$ cat src/rtl/fs_cand_seq.sv
module fs_cand_seq (
  input  logic              clk,
  input  logic              rst_n,
  input  logic              start,
  input  logic              best_vld,
  input  logic signed [5:0] best_x,
  input  logic signed [5:0] best_y,
  output logic              slot_vld,
  output logic              cand_vld,
  output logic signed [7:0] cand_x,
  output logic signed [7:0] cand_y,
  output logic [3:0]        pass_idx,
  output logic              done
);
  localparam logic signed [7:0] LIM = 8'sd16;
  localparam logic [3:0] LAST_PASS = 4'd15;

  typedef enum logic [1:0] {S_IDLE, S_RUN, S_HOLD} st_t;

  st_t              st;
  logic [3:0]       pass_q;
  logic [2:0]       pt;
  logic signed [5:0] ax_q, ay_q;
  logic [3:0]       npts;
  logic [4:0]       idx;
  logic [3:0]       scl;
  logic             neg;
  logic [2:0]       ring;
  logic [11:0]      ent;
  logic signed [7:0] ux, uy, sc, px, py, ox, oy;
  logic             last_pt;

  function automatic logic [11:0] pk(input logic signed [5:0] x, input logic signed [5:0] y);
    pk = {x, y};
  endfunction

  function automatic logic [11:0] rom(input logic [4:0] i);
    case (i)
      5'd0:  rom = pk(-6'sd4, -6'sd2);
      5'd1:  rom = pk(-6'sd4, -6'sd1);
      5'd2:  rom = pk(-6'sd4,  6'sd0);
      5'd3:  rom = pk(-6'sd4,  6'sd1);
      5'd4:  rom = pk(-6'sd4,  6'sd2);
      5'd5:  rom = pk(-6'sd2, -6'sd3);
      5'd6:  rom = pk(-6'sd2,  6'sd3);
      5'd7:  rom = pk( 6'sd0, -6'sd4);
      5'd8:  rom = pk(-6'sd2,  6'sd0);
      5'd9:  rom = pk(-6'sd1, -6'sd2);
      5'd10: rom = pk( 6'sd1, -6'sd2);
      5'd11: rom = pk( 6'sd2,  6'sd0);
      5'd12: rom = pk( 6'sd1,  6'sd2);
      5'd13: rom = pk(-6'sd1,  6'sd2);
      5'd14: rom = pk( 6'sd0, -6'sd1);
      5'd15: rom = pk( 6'sd1,  6'sd0);
      5'd16: rom = pk( 6'sd0,  6'sd1);
      5'd17: rom = pk(-6'sd1,  6'sd0);
      5'd18: rom = pk(-6'sd2,  6'sd0);
      5'd19: rom = pk( 6'sd2,  6'sd0);
      5'd20: rom = pk( 6'sd0, -6'sd2);
      5'd21: rom = pk( 6'sd0,  6'sd2);
      default: rom = '0;
    endcase
  endfunction

  always_comb begin
    idx  = '0;
    scl  = 4'd1;
    neg  = 1'b0;
    npts = 4'd8;
    ring = 3'(pass_q - 4'd6);
    if (pass_q == 4'd0) begin
      npts = 4'd1;
      scl  = 4'd0;
    end else if (pass_q <= 4'd4) begin
      idx = 5'd17 + {1'b0, pass_q};
      scl = {1'b0, pt} + 4'd1;
    end else if (pass_q == 4'd5 || pass_q == 4'd14) begin
      npts = 4'd6;
      idx  = 5'd8 + {2'b0, pt};
    end else if (pass_q == LAST_PASS) begin
      npts = 4'd4;
      idx  = 5'd14 + {2'b0, pt};
    end else begin
      idx = {2'b0, pt};
      scl = {2'b0, ring[2:1]} + 4'd1;
      neg = ring[0];
    end
  end

  assign ent = rom(idx);
  assign ux  = {{2{ent[11]}}, ent[11:6]};
  assign uy  = {{2{ent[5]}},  ent[5:0]};
  assign sc  = {4'b0, scl};
  assign px  = ux * sc;
  assign py  = uy * sc;
  assign ox  = neg ? -px : px;
  assign oy  = neg ? -py : py;

  assign cand_x   = {{2{ax_q[5]}}, ax_q} + ox;
  assign cand_y   = {{2{ay_q[5]}}, ay_q} + oy;
  assign slot_vld = (st == S_RUN);
  assign cand_vld = slot_vld && (cand_x >= -LIM) && (cand_x <= LIM)
                             && (cand_y >= -LIM) && (cand_y <= LIM);
  assign pass_idx = pass_q;
  assign last_pt  = ({1'b0, pt} == npts - 4'd1);

  always_ff @(posedge clk) begin
    if (!rst_n) begin
      st     <= S_IDLE;
      pass_q <= '0;
      pt     <= '0;
      ax_q   <= '0;
      ay_q   <= '0;
      done   <= 1'b0;
    end else begin
      done <= 1'b0;
      case (st)
        S_IDLE: if (start) begin
          st     <= S_RUN;
          pass_q <= '0;
          pt     <= '0;
          ax_q   <= '0;
          ay_q   <= '0;
        end
        S_RUN: begin
          if (last_pt) begin
            pt <= '0;
            if (pass_q == LAST_PASS) begin
              st   <= S_IDLE;
              done <= 1'b1;
            end else begin
              st <= S_HOLD;
            end
          end else begin
            pt <= pt + 3'd1;
          end
        end
        S_HOLD: if (best_vld) begin
          st     <= S_RUN;
          pass_q <= pass_q + 4'd1;
          if (pass_q >= 4'd4) begin
            ax_q <= best_x;
            ay_q <= best_y;
          end
        end
        default: st <= S_IDLE;
      endcase
    end
  end

  p_centre_first_r2: assert property (@(posedge clk) disable iff (!rst_n)
    (st == S_IDLE && start) |=> (slot_vld && pass_idx == 4'd0 && cand_x == 8'sd0 && cand_y == 8'sd0));

  p_hold_quiet_r4: assert property (@(posedge clk) disable iff (!rst_n)
    (st == S_HOLD && !best_vld) |=> !slot_vld);

  p_pass_steady_r4: assert property (@(posedge clk) disable iff (!rst_n)
    (slot_vld && $past(slot_vld)) |-> (pass_idx == $past(pass_idx)));

  p_cross_inside_r3: assert property (@(posedge clk) disable iff (!rst_n)
    (slot_vld && pass_idx <= 4'd4) |-> cand_vld);

  p_done_single_r9: assert property (@(posedge clk) disable iff (!rst_n)
    done |=> (!done && !slot_vld));

  p_done_after_last_r9: assert property (@(posedge clk) disable iff (!rst_n)
    $rose(done) |-> ($past(slot_vld) && $past(pass_idx) == LAST_PASS));
endmodule

$ cat config.mk
export PLATFORM = sky130hd
export DESIGN_NAME = fs_cand_seq
export DESIGN_NICKNAME = d
export VERILOG_FILES = /design/src/rtl/fs_cand_seq.sv
export SDC_FILE = /design/constraint.sdc
export NUM_CORES = 1
export LEC_CHECK = 0
export BUFFER_PORTS_ARGS = -buffer_cell sky130_fd_sc_hd__buf_2
export CORE_ASPECT_RATIO = 1.1
export CORE_MARGIN = 2
export CORE_UTILIZATION = 30
export DETAILED_ROUTE_END_ITERATION = 16
export GPL_ROUTABILITY_DRIVEN = 0
export PLACE_DENSITY_LB_ADDON = 0.3
export SETUP_SLACK_MARGIN = 0.2
export SLEW_MARGIN = 20
export SYNTH_ARGS = -nofsm -noshare
export SYNTH_HDL_FRONTEND = slang
export SYNTH_SLANG_ARGS = --single-unit
$ cat constraint.sdc
create_clock -name clk -period 11.3 [get_ports clk]
set_input_delay 1.695 -clock clk [delete_from_list [all_inputs] [get_ports clk]]
set_output_delay 1.695 -clock clk [all_outputs]
set_load 0.01 [all_outputs]
### Word level (Yosys, flattened, before mapping)

Memory sizes are Yosys's and may differ from the RTL's.
Cells that the tools add are included.

| word-level totals | value |
|---|---|
| word-level logic and storage cells | 89 |
| register bits after elaboration | 22 |
| bits of input ports | 16 |
| output and inout bits | 23 |
| memories kept | 1 |
| memory bits (read-only) | 384 |

| cells by class | value |
|---|---|
| order comparisons | 6 |
| multiply operators | 2 |
| mux-type cells | 37 |
| add/sub/neg operators | 13 |
| equality and inequality tests | 10 |
| reductions and logical operators | 14 |

Memories:

| memory | words | bits a word | rd ports | clocked after memory_dff | wr ports | line | source |
|---|---|---|---|---|---|---|---|
| (name not given) | 32 | 12 | 1 | 0 | 0 | 38 | `case (i)` |

Operator list:

| kind | number |
|---|---|
| two-way mux 4 bit | 8 |
| two-way mux 6 bit | 5 |
| case mux 6 bit (2 select lines) | 2 |
| two-way mux 5 bit | 4 |
| adder 8 bit | 2 |
| >= comparator 8 x 5 -> 1 bit (second input constant) | 2 |
| <= comparator 8 x 6 -> 1 bit (second input constant) | 2 |
| multiplier 6 x 5 -> 8 bit | 2 |
| two-way mux 8 bit | 2 |
| negator 8 bit | 2 |
| two-way mux 3 bit | 4 |
| adder 4 x 3 -> 5 bit (first input constant) | 2 |
| AND reduction 3 bit | 3 |
| equality test 4 bit (second input constant) | 2 |
| two-way mux 2 bit | 4 |
| case mux 4 bit (2 select lines) | 1 |
| inequality test 2 bit (second input constant) | 3 |
| case mux 2 bit (3 select lines) | 1 |
| case mux 3 bit (2 select lines) | 1 |
| adder 5 x 4 -> 5 bit (first input constant) | 1 |
| two-way mux 1 bit | 5 |
| adder 3 x 1 -> 4 bit (second input constant) | 1 |
| adder 4 x 1 -> 4 bit (second input constant) | 1 |
| equality test 3 x 4 -> 1 bit | 1 |
| 17 further kinds | 21 |

### Longest topological paths before layout

| logic depth | value |
|---|---|
| word-level depth | 15 |
| depth in mapped cells | 36 |
| gate-level depth less buffers | 34 |

### Worst setup path after synthesis

Ideal clock, no wire load.

| timing | value |
|---|---|
| kind | register to output |
| from | reg pass_q[0] (netlist: pass_idx[0]) |
| to | out cand_vld |
| required time | 9.605 ns |
| stages on the path, launching flop included | 34 |
| path slack | 2.586 ns |
| path buffers | 2 |
| arrival | 7.019 ns |
| cell sequence | dfxtp_1 clkbuf_1 inv_1 ha_1 nor2b_1 buf_6 nor4_1 a21oi_1 ha_1 o21ai_0 a211oi_1 nor3_1 or2_2 inv_1 ha_1 inv_1 fa_1 fa_1 inv_1 ha_1 xnor2_1 nand2_1 o21ai_0 nand2_1 nand2_1 a31oi_1 xor2_1 ha_1 o41ai_1 xnor2_1 xnor2_1 xor2_1 or4_1 a21oi_1 |

| between the ends | value |
|---|---|
| elaborated cells between the ends (all ways) | 38 |
| those cells by class | 7 x add/sub; 2 x mul; 5 x order compare; 3 x eq/ne; 14 x mux; 6 x reduce/logical; 1 x memory |

RTL lines:

| element | line | source |
|---|---|---|
| start, declared | 21 | `logic [3:0] pass_q;` |
| start signal, assigned | 140 | `pass_q <= pass_q + 4'd1;` |
| parallel branches: the longest is 8 deep, another holds memory (32 x 12 bit) | n/a |  |
| two-way mux 8 bit * | 97 | `assign oy = neg ? -py : py;` |
| adder 8 bit * | 100 | `assign cand_y = {{2{ay_q[5]}}, ay_q} + oy;` |
| via cand_y[7] | 11 | `output logic signed [7:0] cand_y,` |
| >= comparator 8 x 5 -> 1 bit | 103 | `&& (cand_y >= -LIM) && (cand_y <= LIM);` |
| logical AND 1 bit | 103 |  |
| logical AND 1 bit * | 103 |  |
| end, declared | 9 | `output logic cand_vld,` |

Mark *: on every way through the listed nets, which the timed path passes.

### Worst setup path after layout

| timing | value |
|---|---|
| from | reg pass_q[0] (netlist: pass_idx[0]) |
| to | out cand_vld |

| between the ends | value |
|---|---|
| word-level cells in the longest chain between the ends | 15 |
| elaborated cells between the ends (all ways) | 38 |
| those cells by class | 7 x add/sub; 2 x mul; 5 x order compare; 3 x eq/ne; 14 x mux; 6 x reduce/logical; 1 x memory |

RTL lines:

| element | line |
|---|---|
| parallel branches: the longest is 14 deep, another holds memory (32 x 12 bit) | n/a |
| logical AND 1 bit * | 103 |

Mark *: on every way between the ends.

==> metrics.md <==
| Metric | Value |
|---|---|
| Post-CTS Resized | 0 |
| Worst path arrival time | roughly 8300 ps |
| Psw | around 60 µW |
| Hold EP | ax_q[2] |
| Synth Area in Compound Gates | 0.206 |
| Largest family of logic cells by synthesized area | adder cells |
| Most frequent cells in the layout | 59 x ha_1, 52 x inv_1, 47 x nor2_1 |
| Placed insts | 665 |
| Largest net degree at the start of global routing | 23 |
| DR DRC count | 0 |
| CTS buffer count | 3 |
| Minimum clock period | about 10000 ps |
| Final Cycle Share | 0.884 |
| Synthesized area | roughly 3800 µm² |
| WL per Instance | about 13 µm |
| CTS root buffer | clkbuf_16 |
| WP data required | around 9600 ps |
| Vias in the first global route | 3374 |
| Hold Path Depth | 2 |
| R2r worst-path depth | 11 |
| Post-synth top area share | 0.195 |
| IO Count | 39 |
| Vias | 3386 |
| Clk sinks | 22 |
| Worst slew pin tran | about 1000 ps |
| Slowest stage cell, crit path | o311ai_2 |
| YS warnings | 0 |
| Internal | about 150 µW |
| Async S/R FF share, synth | 0 |
| DP HPWL | between 7 and 8 mm |
| Total chip power | 212 µW |
| Mux share of post-synthesis cell area | 0.0165 |
| Post-Synth Adder-Cell Area | 0.279 |
| Status | finished, final reports clean |
| Critical path class | reg2out |
| Skew final | approximately 1.1 ps |
| Clock Pin Slew Worst Setup and Hold Paths | around 60 ps |
| Worst hold slack | between 400 and 500 ps |
| CTS tree | built |
| Final setup fails | 0 |
| Hold/Removal Path Class | reg2reg |
| Synthesized area per cell | between 7 and 8 µm² |
| Worst path most repeated cell | ha_1 |
| Peak supply drop | 94.2 µV |
| Final core occ | 0.335 |
| Hold Vio Cnt, Final | 0 |
| Synth top area cells | ha_1 19%, dfxtp_1 12%, fa_1 8.5% |
| Clk_lat worst skew | about 260 ps |
| Register area share after synthesis | 0.116 |
| H-tree lvl count | 1 |
| Setup TNS | 0 ps |
| Combinational power share | 0.221 |
| Area Overhead vs Synth | 10.5% |
| Worst r2r dst | pt[2] |
| Simple-Gate Fraction of Synth Area | 0.202 |
| First-pass detailed-route iteration total | 4 |
| Pwr Density | just over 50 nW/µm² |
| Die Ht | about 120 µm |
| PortBufs | 38 |
| Core area | 12500 µm² |
| Drt total wl | around 9.0 mm |
| Worst rel slew slack | 0.304 |
| # diodes | 0 |
| Worst setup SP type | flip-flop |
| Cell taking the most area after synthesis | ha_1 |
| Static leakage | roughly 2.1 nW |
| Sequential share of power | 0.383 |
| Post-synth cell types | 64 |
| Crit. End Element | output pin |
| Max Slew Vio Count | 0 |
| Most common cell after layout, fill and taps aside | ha_1 |
| GR Overflow Total | 0 |
| Post-CTS setup buffer count | 0 |
| Max_cap viols | 0 |
| Die area | ~14000 µm² |
| First-pass GRT wire length | between 15 and 20 mm |
| Via density | approximately 5 |
| Bufs on Longest Clock Path | 2 |
| Number of synthesized flops with an enable pin | 0 |
| Post-Layout Cell Count | between 600 and 700 |
| Net count after synthesis | just under 600 |
| GR Util All Layers | 0.138 |
| Chip width | 111 µm |
| Synthesized netlist cell count | 487 |
| Initial Util | 0.304 |
| Share of cells above drive strength 1 | 0.113 |
| DR iter-0 viols | ~110 |
| XOR/XNOR share of the synthesized area | 0.108 |
| Sw frac | 0.284 |
| Post-CTS Hold Buffers | 0 |
| Top FF cell, synth | dfxtp_1 |
| Register bit total from synthesis | 22 |
| Fmax | 100 MHz |
| Crit-path max cell delay | around 860 ps |
| Final ANT Viol Nets | 0 |
| Reg2Reg Setup Slack | 8480 ps |
| Row cnt | 43 |
| Initial antenna violation count | 0 |
| R2R Path Start | pass_idx[0] |
| Clock share of power | 0.396 |
| Max FO, Critical Path | 13 |
| RSZ-0062 raised after global routing | false |
| Worst Min Path Start | ax_q[2] |
| Nets | about 600 |
-- metrics by stage --
| step | setup slack [ps] | instance area [µm²] |
|---|---|---|
| floorplan | 2590 | 3790 |
| global placement | 1830 | 4100 |
| global route | 588 | 4190 |
| CTS | 1380 | 4190 |
| finish | 1310 | 4190 |
| detailed placement | 1680 | 4100 |
-- synthesized netlist by cell type, drive strengths merged, types with 11 or more instances --
cell	count
fa	16
xor2	11
nand3	19
a21oi	30
a21boi	14
o21ai	17
nor2	48
nor3	11
ha	59
xnor2	33
dfxtp	22
nand2	37
clkbuf	12
inv	52
-- registers in the layout, summed over array words and instances, names as in the netlist --
name and count:
ax_q 6, ay_q 6, done 1, pass_idx 4
pt 3, st 2
-- per-layer routing --
metal,part of all wire,vias up,GRT usage
li1,-,1743,-
met1,0.47,1594,0.175
met2,0.51,43,0.259
met3,0.020,6,0.00896
met4,0.0075,0,0.0309
met5,0,-,0
-- power by group through the flow --
stage                     Combinational (mW)  Clock, mW  Sequential [mW]
final                                 0.0468     0.0840           0.0812
after global routing                  0.0530     0.0895           0.0815
after floorplan                       0.0338          0           0.0819
after global placement                0.0464          0           0.0828
after detailed placement              0.0471          0           0.0829
after CTS                             0.0474     0.0858           0.0812
-- cells by family (layout without fill, tap and decap cells) --
kind of cell | Yosys count | in the layout
AOI/OAI and AO/OA | 112 | 112
xor gates and xnor gates | 45 | 45
adders and majority gates | 75 | 75
buffers and inverters | 69 | 94
DFF | 22 | 22
muxes | 6 | 6
and+or+nand+nor | 158 | 158
-- area by class of cell --
type | instances | area, µm²
Multi-Input combinational cell | 396 | 3080
Tap cell | 157 | 196
Sequential cell | 22 | 440
Fill cell | 1373 | 8300
Timing Repair Buffer | 38 | 190
Clock buffer | 4 | 88.8
Inverter | 52 | 195
-- worst max path at each step --
stage / from / end / slack [ps]
6_report: pass_idx[0] / cand_vld / 1310
2_1_floorplan: pass_idx[0] / cand_vld / 2590
5_1_grt: pass_idx[0] / cand_vld / 590
3_5_place_dp: pass_idx[0] / cand_vld / 1680
4_1_cts: pass_idx[0] / cand_vld / 1380
3_3_place_gp: pass_idx[0] / cand_vld / 1830
-- critical path, delay by kind of cell (launching register included) --
kind	cells	cell delay, ps
AO/OA/AOI/OAI	7	2170
adder cells (fa/ha/maj)	6	2150
AND/OR/NAND/NOR	9	1820
XOR/XNOR	5	970
flip-flops	1	520
buffers and inverters	4	370
Power figures use the tool's default switching activity.
